**src/rtl/stx_pkg.sv**
```systemverilog
package stx_pkg;

  typedef enum logic [1:0] {
    WL_8   = 2'b00,
    WL_16  = 2'b01,
    WL_24  = 2'b10,
    WL_24X = 2'b11
  } wlen_e;

  // number of serialized bits for a mode, as a multiple of the byte width
  function automatic int unsigned frame_bits(input logic [1:0] sel,
                                             input int unsigned byte_w);
    case (sel)
      WL_8:    frame_bits = byte_w;
      WL_16:   frame_bits = 2 * byte_w;
      default: frame_bits = 3 * byte_w;
    endcase
  endfunction

endpackage

```
**src/rtl/stx_hold.sv**
```systemverilog
module stx_hold #(
  parameter int W = 24
) (
  input  logic         clk,
  input  logic         rst,
  input  logic         clr,
  input  logic         wr_en,
  input  logic [W-1:0] wr_data,
  input  logic         take,
  output logic [W-1:0] hold_data,
  output logic         empty
);

  logic [W-1:0] data_q;
  logic         empty_q;

  always_ff @(posedge clk) begin
    if (clr) begin
      data_q  <= '0;
      empty_q <= 1'b1;
    end else if (wr_en) begin
      // a write takes precedence over a simultaneous transfer
      data_q  <= wr_data;
      empty_q <= 1'b0;
    end else if (take) begin
      empty_q <= 1'b1;
    end
  end

  assign hold_data = data_q;
  assign empty     = empty_q;

  AST_WR_CLEARS_EMPTY: assert property (@(posedge clk) disable iff (rst)
    wr_en && !clr |=> !empty_q);
  AST_CLR_EMPTY: assert property (@(posedge clk) disable iff (rst)
    clr |=> empty_q);
  AST_TAKE_SETS_EMPTY: assert property (@(posedge clk) disable iff (rst)
    take && !wr_en && !clr |=> empty_q);
  AST_WRITE_WINS: assert property (@(posedge clk) disable iff (rst)
    take && wr_en && !clr |=> !empty_q && hold_data == $past(wr_data));

endmodule

```
**src/rtl/stx_shift.sv**
```systemverilog
module stx_shift #(
  parameter int W    = 24,
  parameter int CW   = $clog2(W + 1)
) (
  input  logic          clk,
  input  logic          rst,
  input  logic          clr,
  input  logic          load,
  input  logic [W-1:0]  load_data,
  input  logic [CW-1:0] load_len,
  input  logic          sclk_en,
  output logic          sdo,
  output logic          idle
);

  logic [W-1:0]  sh_q;
  logic [CW-1:0] cnt_q;
  logic          sdo_q;

  always_ff @(posedge clk) begin
    if (clr) begin
      sh_q  <= '0;
      cnt_q <= '0;
      sdo_q <= 1'b0;
    end else if (load) begin
      sh_q  <= load_data;
      cnt_q <= load_len;
    end else if (sclk_en) begin
      if (cnt_q != '0) begin
        sdo_q <= sh_q[W-1];
        sh_q  <= {sh_q[W-2:0], 1'b0};
        cnt_q <= cnt_q - 1'b1;
      end else begin
        sdo_q <= 1'b0;
      end
    end
  end

  assign sdo  = sdo_q;
  assign idle = (cnt_q == '0);

  AST_LOAD_WHEN_IDLE: assert property (@(posedge clk) disable iff (rst)
    load |-> cnt_q == '0);
  AST_CNT_BOUND: assert property (@(posedge clk) disable iff (rst)
    cnt_q <= CW'(W));
  AST_ONE_BIT_PER_EN: assert property (@(posedge clk) disable iff (rst)
    !clr && !load && sclk_en && cnt_q != '0 |=> cnt_q == $past(cnt_q) - 1'b1);
  AST_STALL_HOLDS: assert property (@(posedge clk) disable iff (rst)
    !clr && !load && !sclk_en |=> $stable(sdo_q) && $stable(cnt_q));
  AST_IDLE_ZERO: assert property (@(posedge clk) disable iff (rst)
    !clr && !load && sclk_en && cnt_q == '0 |=> !sdo_q);

endmodule

```
**src/rtl/stx_irq.sv**
```systemverilog
module stx_irq (
  input  logic clk,
  input  logic rst,
  input  logic clr,
  input  logic irq_en,
  input  logic empty,
  output logic irq
);

  logic irq_q;

  always_ff @(posedge clk) begin
    if (clr) irq_q <= 1'b0;
    else     irq_q <= irq_en & empty;
  end

  assign irq = irq_q;

  AST_IRQ_FOLLOWS: assert property (@(posedge clk) disable iff (rst)
    !clr |=> irq_q == $past(irq_en && empty));
  AST_IRQ_CLR: assert property (@(posedge clk) disable iff (rst)
    clr |=> !irq_q);

endmodule

```
**src/rtl/stx_top.sv**
```systemverilog
module stx_top #(
  parameter int DATA_W = 24,
  parameter int BYTE_W = 8
) (
  input  logic              clk,
  input  logic              rst,
  input  logic              sw_rst,
  input  logic              blk_rst,
  input  logic              stop_mode,
  input  logic              wr_en,
  input  logic [DATA_W-1:0] wr_data,
  input  logic [1:0]        wl_sel,
  input  logic              irq_en,
  input  logic              sclk_en,
  output logic              sdo,
  output logic              tx_empty,
  output logic              tx_irq
);
  import stx_pkg::*;

  localparam int CNT_W = $clog2(DATA_W + 1);

  logic              clr;
  logic              take;
  logic              sh_idle;
  logic              empty;
  logic [DATA_W-1:0] hold_data;
  logic [CNT_W-1:0]  len;

  assign clr  = rst | sw_rst | blk_rst | stop_mode;
  assign take = !empty && sh_idle;
  assign len  = CNT_W'(frame_bits(wl_sel, BYTE_W));

  stx_hold #(.W(DATA_W)) u_hold (
    .clk       (clk),
    .rst       (rst),
    .clr       (clr),
    .wr_en     (wr_en),
    .wr_data   (wr_data),
    .take      (take),
    .hold_data (hold_data),
    .empty     (empty)
  );

  stx_shift #(.W(DATA_W), .CW(CNT_W)) u_shift (
    .clk       (clk),
    .rst       (rst),
    .clr       (clr),
    .load      (take),
    .load_data (hold_data),
    .load_len  (len),
    .sclk_en   (sclk_en),
    .sdo       (sdo),
    .idle      (sh_idle)
  );

  stx_irq u_irq (
    .clk    (clk),
    .rst    (rst),
    .clr    (clr),
    .irq_en (irq_en),
    .empty  (empty),
    .irq    (tx_irq)
  );

  assign tx_empty = empty;

  AST_RST_STATE: assert property (@(posedge clk)
    rst |=> tx_empty && !tx_irq && !sdo);

endmodule

```
**config.mk**
```make
export PLATFORM = sky130hd
export DESIGN_NAME = stx_top
export DESIGN_NICKNAME = d
export VERILOG_FILES = /design/src/rtl/stx_pkg.sv /design/src/rtl/stx_hold.sv /design/src/rtl/stx_shift.sv /design/src/rtl/stx_irq.sv /design/src/rtl/stx_top.sv
export SDC_FILE = /design/constraint.sdc
export NUM_CORES = 1
export LEC_CHECK = 0
export CORE_AREA = 2 2 77 79
export CTS_CLUSTER_SIZE = 8
export DETAILED_ROUTE_END_ITERATION = 12
export DIE_AREA = 0 0 79 81
export PLACE_DENSITY_LB_ADDON = 0.25
export SYNTH_ARGS = -nofsm -noshare
export SYNTH_HDL_FRONTEND = slang
export SYNTH_SLANG_ARGS = --single-unit
```
**constraint.sdc**
```tcl
create_clock -name clk -period 2.2 [get_ports clk]
set_input_delay 0.44 -clock clk [delete_from_list [all_inputs] [get_ports clk]]
set_output_delay 0.44 -clock clk [all_outputs]
set_load 0.01 [all_outputs]
```
* After elaboration in Yosys (flattened, before gate mapping) *
Index checks and enable logic that the tools add are counted.

cells by class
  equal/unequal tests = 1
  reduce and logical (&&, ||, !) cells = 10
  $add $sub $neg = 1
  muxes and demuxes = 10
  bitwise operators = 5

operator list
  operator                                          count
  two-way mux 24 bit                                3
  two-way mux 5 bit                                 3
  case mux 5 bit (2 select lines)                   1
  nonzero test 2 bit                                3
  logical NOT 5 bit                                 1
  nonzero test 5 bit                                1
  subtractor 5 x 1 -> 5 bit, second input constant  1
  AND reduction 2 bit                               2
  two-way mux 1 bit                                 3
  OR 1 bit                                          3
  == test 2 x 1 -> 1 bit, second input constant     1
  logical NOT 2 bit                                 1
  AND 1 bit                                         1
  logical AND 1 bit                                 1
  logical NOT 1 bit                                 1
  inverter 1 bit                                    1

storage, ports and cells
  register bits = 56

* Depth between registers and ports, before layout *
Gate-level depths: netlist of run 1.

  depth in word-level cells = 4
  gate-level depth with buffers = 7
  gate-level depth less buffers = 5

* Modules after synthesis *
Synthesis of run 1 repeated with hierarchy kept, for this count alone.

unflattened totals
  cell total of the unflattened synthesis = 263
  area, all modules = 2,454.9 um^2

modules (own cells, without submodules)
  module     times used  cells an instance  area each (um^2)
  stx_shift  1           175                1,488.9
  stx_hold   1           81                 907.1
  stx_top    1           5                  30.0
  stx_irq    1           2                  28.8

* Least setup slack after synthesis of run 1 *
OpenSTA, ideal clock, no wires.

  kind = register to register
  from = register u_shift.cnt_q[0]
  to = register u_shift.sh_q[22]
  arrival time = 1.552 ns
  library setup time = 0.122 ns
  setup slack = 0.526 ns
  required time = 2.078 ns
  path buffers = 1
  cell stages (with the launch flop) = 7
  clock period less this slack = 1.674 ns
  cells stage by stage = dfxtp_1 > inv_1 > ha_1 > or4b_1 > buf_2 > and3_1 > o311a_1

between the ends
  cells in the longest elaborated chain, start to end = 4

ends and longest elaborated chain
  element                               RTL line         RTL
  start: declaration                    stx_shift.sv:17  logic [CW-1:0] cnt_q;
  start signal: assignment              stx_shift.sv:27  cnt_q <= load_len;
  start signal: assignment              stx_shift.sv:32  cnt_q <= cnt_q - 1'b1;
  logical NOT 5 bit                     stx_shift.sv:40  assign idle = (cnt_q == '0);
  logical AND 1 bit                     stx_top.sv:31    assign take = !empty && sh_idle;
  nonzero test 2 bit (no source line)   --
  AND reduction 2 bit (no source line)  --
  end signal: assignment                stx_shift.sv:26  sh_q <= load_data;
  end signal: assignment                stx_shift.sv:31  sh_q <= {sh_q[W-2:0], 1'b0};
  end: declaration                      stx_shift.sv:16  logic [W-1:0] sh_q;

Parallel ways exist; a longest one is shown, timed or not.
A chain may end at the register's enable or synchronous reset.

* Final worst setup path of run 1 *
  from = register u_shift.cnt_q[0]
  to = register u_shift.sh_q[2]

Same word-level chain as after synthesis.

==> results.sh, run 1 <==
export IMPL_outcome="completed"
export IMPL_antenna_found_initial=0
export IMPL_drc=0
export IMPL_cts_root_buf="clkbuf_8"
export IMPL_r2r_start="u_shift.cnt_q[0]$_SDFFE_PP0P_"
export IMPL_final_common_cell="dfxtp_1"
export IMPL_fin_skew_ns=0.006522
export IMPL_multiInputGateArea_um2=1132
export IMPL_h_tree_depth=2
export IMPL_ys_flop_type="dfxtp_1"
export IMPL_drtPass1Iterations=4
export IMPL_fmax_mhz=508.8
export IMPL_hold_viol=0
export IMPL_period_needed_ns=1.966
export IMPL_clk_latency_ns=0.31
export IMPL_seq_area_um2=1121
export IMPL_cp_endpoint="u_shift.sh_q[2]$_SDFFE_PP0P_"
export IMPL_cts_tree="done"
export IMPL_ys_top_cells_by_area="dfxtp_1 47%, mux2i_1 10%, a311oi_1 8.1%"
export IMPL_dp_hpwl_um=3282
export IMPL_critPathSlowestCell="or4b_1"
export IMPL_post_cts_resized=0
export IMPL_wl_um=5194
export IMPL_design_area_um2=2967
export IMPL_cts_setup_buffers=0
export IMPL_n_fill_cell=548
export IMPL_fin_total_pwr_mw=1.824
export IMPL_worstSetupPathType="reg -> reg"
export IMPL_cts_sinks=56
export IMPL_track_usage=0.1760
export IMPL_synth_cell_types=35
export IMPL_grt_pass1_vias=2009
export IMPL_synth_top_family_by_area="simple AND/OR/NAND/NOR gates"
export IMPL_syn_area_um2=2379
export IMPL_nets=327
export IMPL_drive_gt1_frac=0.06826
export IMPL_dieArea_um2=6399
export IMPL_async_reset_ff_frac=0
export IMPL_path_cells="inv_1, ha_1, or4b_1, buf_12, nand2_2, a311oi_1"
export IMPL_crit_path_start_kind="flip-flop"
export IMPL_clk_pin_slew_ns=0.09
export IMPL_core_um2=5675
export IMPL_power_density_nw_per_um2=614.9
export IMPL_cp_required_ns=2.37
export IMPL_cts_hold_buffers=0
export IMPL_diodes=0
export IMPL_synth_fa_ha_area_frac=0.005260
export IMPL_p_leak_nw=1.051
export IMPL_avgSynthCellArea_um2=8.976
export IMPL_grt_max_degree=48
export IMPL_die_w_um=79
export IMPL_grt_pass1_wl_um=8997
export IMPL_synthMuxAreaShare=0.1010
export IMPL_antenna_left=0
export IMPL_yosysTopAreaCell="dfxtp_1"
export IMPL_finalCritPeriodShare=0.8934
export IMPL_end_kind="flip-flop"
export IMPL_vias=2044
export IMPL_rr_worst_depth=6
export IMPL_critPathMaxStageDelay_ns=0.50
export IMPL_start_util=0.4191
export IMPL_viasPerCell=5.554
export IMPL_final_core_util=0.5227
export IMPL_min_path_type="reg -> reg"
export IMPL_synth_nets=300
export IMPL_peakVddDrop_mv=0.2754
export IMPL_chipHeight_um=81
export IMPL_rows=28
export IMPL_synth_top_area_frac=0.4713
export IMPL_ys_warn_count=0
export IMPL_r2r_end="u_shift.sh_q[2]$_SDFFE_PP0P_"
export IMPL_critPathLaunch="u_shift.cnt_q[0]$_SDFFE_PP0P_"
export IMPL_gr_total_overflow=0
export IMPL_synth_edff_count=0
export IMPL_setup_viol=0
export IMPL_cp_arrival_ns=2.13
export IMPL_wl_per_cell_um=14.11
export IMPL_clk_path_buf_depth=2
export IMPL_relSlewSlack=0.7242
export IMPL_placed_cell_area_um2=2859
export IMPL_cts_made_buffers=5
export IMPL_rsz0062_at_grt="false"
export IMPL_synth_xor_area_frac=0.003682
export IMPL_tns_ns=0
export IMPL_maxCapViolCount=0
export IMPL_area_growth_pct=24.72
export IMPL_mostFrequentLayoutCells="56 x dfxtp_1, 36 x clkdlybuf4s50_1, 28 x nor2_1"
export IMPL_synth_compound_area_frac=0.1741
export IMPL_syn_inst=265
export IMPL_gp_congestion=0.7504
export IMPL_drt_initial_drc_count=142
export IMPL_drv_slew=0
export IMPL_worst_slew_pin_slew_ns=0.4085
export IMPL_io_buffers=36
export IMPL_yosys_area_share_simple=0.1883
export IMPL_pin_count=37
export IMPL_path_max_fanout=35
export IMPL_yosysSeqAreaShare=0.4713
export IMPL_ys_seq_elements=56
export IMPL_r2r_slack_ns=0.23
[cell usage after synthesis (2+ instances only)]
cell / n
a21oi_1: 2
nand2_1: 4
a41o_1: 2
nor4_1: 2
mux2i_1: 24
dfxtp_1: 56
nor3_1: 23
buf_1: 2
inv_1: 5
a311oi_1: 22
buf_2: 5
o21ai_0: 4
o21ai_1: 20
clkbuf_1: 19
nand3_1: 26
o31ai_1: 2
nor2_1: 28
and3_1: 2
[how the worst min path moves through the flow]
stage | end | slack [ns] | start | cells after the start
detailed placement | u_hold.hold_data[16]$_SDFFE_PP0P_ | 0.48 | u_hold.hold_data[16]$_SDFFE_PP0P_ | 2
floorplan | u_shift.cnt_q[0]$_SDFFE_PP0P_ | 0.45 | u_shift.cnt_q[0]$_SDFFE_PP0P_ | 2
global placement | u_shift.cnt_q[0]$_SDFFE_PP0P_ | 0.47 | u_shift.cnt_q[0]$_SDFFE_PP0P_ | 2
CTS | u_shift.sh_q[14]$_SDFFE_PP0P_ | 0.50 | u_hold.hold_data[14]$_SDFFE_PP0P_ | 2
global route | u_hold.hold_data[19]$_SDFFE_PP0P_ | 0.52 | u_hold.hold_data[19]$_SDFFE_PP0P_ | 2
finish | u_hold.hold_data[22]$_SDFFE_PP0P_ | 0.50 | u_hold.hold_data[22]$_SDFFE_PP0P_ | 2
[cell type report]
cell class                 instances  area share
sequential                        56      0.3779
clock inverter                     2     0.01181
tap                               75     0.03163
clock buffer                       6     0.02446
timing repair buffer              47      0.1662
inverter                           5    0.006326
multi-input combinational        177      0.3817
[logic make-up after synthesis]
family / after synthesis
AOI/OAI and AO/OA: 59
xor gates and xnor gates: 1
adders and majority gates: 1
buffers and inverters: 32
DFF: 56
muxes: 24
and+or+nand+nor: 92
[per-layer routing]
layer / vias up / part of all wire / GRT usage
li1: 1030 / - / -
met1: 973 / 0.47 / 0.2087
met2: 32 / 0.48 / 0.3051
met3: 9 / 0.033 / 0.04000
met4: 0 / 0.017 / 0.07931
met5: - / 0 / 0
[stage by stage]
step	instances	worst slack (ns)	hold slack, ns
after global placement	360	0.1686	0.4678
after global routing	368	0.1024	0.5184
after CTS	368	0.2247	0.5026
after floorplan	265	0.5261	0.4488
after detailed placement	360	0.1246	0.4838
final	368	0.2345	0.4979
[state kept, by name, indices dropped and copies added, names as in the netlist]
| signal | cells |
|---|---|
| u_hold.hold_data | 24 |
| u_shift.sh_q | 24 |
| u_shift.cnt_q | 5 |
| u_hold.empty | 1 |
| u_irq.irq | 1 |
| u_shift.sdo | 1 |
[worst max-delay path: cells and delay by family, from the launching register on]
| kind | cells | cell delay [ns] |
|---|---|---|
| compound gates | 1 | 0.16 |
| flops | 1 | 0.34 |
| fa+ha+maj | 1 | 0.20 |
| simple gates | 2 | 0.83 |
| buf+inv | 2 | 0.28 |
[where the power goes]
group	leakage [nW]	switching (mW)	total [mW]	internal [mW]
sequential	0.451	0.00297	1.02	1.02
combinational	0.544	0.0573	0.143	0.0853
clock	0.0552	0.322	0.660	0.338
(Power assumes the default switching activity.)
==> run 2: changes to the inputs <==
--- a/config.mk
+++ b/config.mk
@@ -5,10 +5,11 @@
 export SDC_FILE = /design/constraint.sdc
 export NUM_CORES = 1
 export LEC_CHECK = 0
-export CORE_AREA = 2 2 77 79
+export ABC_AREA = 1
+export CORE_AREA = 2 2 79 81
 export CTS_CLUSTER_SIZE = 8
 export DETAILED_ROUTE_END_ITERATION = 12
-export DIE_AREA = 0 0 79 81
+export DIE_AREA = 0 0 81 83
 export PLACE_DENSITY_LB_ADDON = 0.25
 export SYNTH_ARGS = -nofsm -noshare
 export SYNTH_HDL_FRONTEND = slang
==> run 2 against run 1 <==
Effect of this change:
- combinational power shrank 10%
- sequential power about the same
- via count grew 6.4%
- synthesized cell count up 31%
==> results.sh, run 2 <==
export IMPL_outcome="completed"
export IMPL_relSlewSlack=0.6807
export IMPL_power_density_nw_per_um2=559.8
export IMPL_finalNonFillerCells=451
export IMPL_final_common_cell="nand2_1"
export IMPL_min_path_type="reg -> reg"
export IMPL_tns_ns=0
export IMPL_path_buf_inv=2
export IMPL_drive_gt1_frac=0.06915
export IMPL_dieArea_um2=6723
export IMPL_hold_ws_ns=0.4557
export IMPL_clk_path_buf_depth=2
export IMPL_diodes=0
export IMPL_period_needed_ns=1.820
export IMPL_critPathMaxStageDelay_ns=0.33
export IMPL_rr_worst_depth=8
export IMPL_cp_arrival_ns=2.02
export IMPL_seqPwrFrac=0.618
export IMPL_clkPwrFrac=0.305
export IMPL_viasPerCell=4.823
export IMPL_post_cts_resized=0
export IMPL_critPathSlowestCell="dfxtp_1"
export IMPL_cts_hold_buffers=0
export IMPL_grt_pass1_vias=2017
export IMPL_async_reset_ff_frac=0
export IMPL_ys_seq_elements=56
export IMPL_vias=2175
export IMPL_crit_top_cell="nor2_1"
export IMPL_yosysSeqAreaShare=0.4491
export IMPL_r2r_start="u_shift.cnt_q[0]$_SDFFE_PP0P_"
export IMPL_cts_root_buf="clkbuf_8"
export IMPL_synthTopCellsByCount="100 x nand2_1, 56 x dfxtp_1, 44 x a21oi_1, 36 x inv_1, 21 x nor2_1"
export IMPL_cts_setup_buffers=0
export IMPL_r2r_end="u_shift.sh_q[11]$_SDFFE_PP0P_"
export IMPL_start_util=0.4292
export IMPL_mostFrequentLayoutCells="100 x nand2_1, 56 x dfxtp_1, 44 x a21oi_1"
export IMPL_power_switching_uw=357.8
export IMPL_drt_initial_drc_count=64
export IMPL_worst_slew_pin_slew_ns=0.4760
export IMPL_p_int_mw=1.297
export IMPL_drc=0
export IMPL_synth_cell_types=25
export IMPL_clk_pin_slew_ns=0.09
export IMPL_grt_pass1_wl_um=8838
export IMPL_core_um2=5816
export IMPL_end_kind="flip-flop"
export IMPL_comb_power_share=0.077
export IMPL_synth_most_common_cell="nand2_1"
export IMPL_gr_total_overflow=0
export IMPL_cts_made_buffers=5
export IMPL_chipHeight_um=83
export IMPL_cts_sinks=56
export IMPL_clk_latency_ns=0.30
export IMPL_wl_um=5123
export IMPL_hold_path_startpoint="u_shift.cnt_q[0]$_SDFFE_PP0P_"
export IMPL_dp_hpwl_um=3408
export IMPL_syn_area_um2=2496
export IMPL_pin_count=37
export IMPL_cts_tree="done"
export IMPL_hold_path_end="u_shift.cnt_q[0]$_SDFFE_PP0P_"
export IMPL_synth_nets=383
export IMPL_seq_area_um2=1121
export IMPL_n_fill_cell=632
export IMPL_ys_warn_count=0
export IMPL_yosysTopAreaCell="dfxtp_1"
export IMPL_path_cells="inv_1, ha_1, nand4_4, nand2_2, buf_4, o21ai_1, nor2_1, nor2_1"
export IMPL_place_inst=446
export IMPL_synth_top_area_frac=0.4491
export IMPL_antenna_found_initial=0
export IMPL_r2r_slack_ns=0.38
export IMPL_critical_path_top_delay_family="simple AND/OR/NAND/NOR gates"
export IMPL_io_buffers=36
export IMPL_maxCapViolCount=0
export IMPL_multiInputGateArea_um2=1094
export IMPL_finalCritPeriodShare=0.8271
export IMPL_synth_edff_count=0
export IMPL_hold_viol=0
export IMPL_avgSynthCellArea_um2=7.173
export IMPL_worstSetupPathType="reg -> reg"
export IMPL_crit_path_start_kind="flip-flop"
export IMPL_cp_required_ns=2.40
export IMPL_fin_skew_ns=0.002930
export IMPL_area_growth_pct=18.40
export IMPL_wl_per_cell_um=11.36
export IMPL_p_sw_frac=0.2163
export IMPL_h_tree_depth=2
export IMPL_rows=28
export IMPL_ys_flop_type="dfxtp_1"
export IMPL_syn_inst=348
export IMPL_p_leak_nw=1.258
export IMPL_die_w_um=81
export IMPL_drv_slew=0
export IMPL_setup_viol=0
export IMPL_path_max_fanout=14
export IMPL_antenna_left=0
export IMPL_rsz0062_at_grt="false"
export IMPL_ys_top_cells_by_area="dfxtp_1 45%, nand2_1 15%, a21oi_1 8.8%"
export IMPL_fmax_mhz=549.5
export IMPL_peakVddDrop_mv=0.2995
export IMPL_drtPass1Iterations=4
export IMPL_grt_max_degree=29
export IMPL_track_usage=0.1635
export IMPL_gp_congestion=0.7413
export IMPL_hold_depth=1
export IMPL_nets=413
==> run 2: area by class of cell <==
class,count,share of cell area
Clock buffer,5,0.02329
Multi-Input combinational cell,230,0.3700
Tap cell,75,0.03175
Timing Repair Buffer,45,0.1448
Inverter,40,0.05080
Sequential cell,56,0.3793
==> run 2: metrics by stage <==
stage | utilization | worst slack, ns | instance area (µm²) | total power, mW
global placement | 0.4963 | 0.1997 | 2887 | 1.174
detailed placement | 0.4963 | 0.1585 | 2887 | 1.175
CTS | 0.5082 | 0.3816 | 2955 | 1.677
global route | 0.5082 | 0.2176 | 2955 | 1.721
finish | 0.5082 | 0.3803 | 2955 | 1.654
floorplan | - | 0.8674 | 2496 | 1.102
==> run 2: metal layers <==
metal | global-route usage | wire length [µm] | vias up
li1 | - | - | 1148
met1 | 0.2174 | 2611 | 979
met2 | 0.2600 | 2261 | 41
met3 | 0.02391 | 156 | 7
met4 | 0.07242 | 94 | 0
met5 | 0 | 0 | -
==> run 2: worst max-delay path by stage <==
stage                                  start                            end  slack [ns]  cells after the start
2_1_floorplan  u_shift.cnt_q[0]$_SDFFE_PP0P_  u_shift.sh_q[21]$_SDFFE_PP0P_        0.87                      7
3_3_place_gp                         blk_rst   u_shift.sh_q[7]$_SDFFE_PP0P_        0.20                      7
3_5_place_dp                         blk_rst   u_shift.sh_q[7]$_SDFFE_PP0P_        0.16                      7
4_1_cts        u_shift.cnt_q[0]$_SDFFE_PP0P_  u_shift.sh_q[11]$_SDFFE_PP0P_        0.38                      8
5_1_grt        u_shift.cnt_q[0]$_SDFFE_PP0P_  u_shift.sh_q[11]$_SDFFE_PP0P_        0.22                      8
6_report       u_shift.cnt_q[0]$_SDFFE_PP0P_  u_shift.sh_q[11]$_SDFFE_PP0P_        0.38                      8
==> run 2: logic make-up after synthesis <==
kind of cell               share of synthesized area
xor gates and xnor gates                    0.003509
AOI/OAI and AO/OA                             0.1629
DFF                                           0.4491
adders and majority gates                   0.005012
buffers and inverters                         0.1128
and+or+nand+nor                               0.2667
==> run 2: power by group through the flow <==
| stage | sequential (mW) | combinational, mW | clock (mW) |
|---|---|---|---|
| floorplan | 1.05 | 0.0565 | 0 |
| detailed placement | 1.05 | 0.129 | 0 |
| CTS | 1.02 | 0.129 | 0.526 |
| global placement | 1.05 | 0.128 | 0 |
| global route | 1.02 | 0.143 | 0.555 |
| finish | 1.02 | 0.128 | 0.504 |
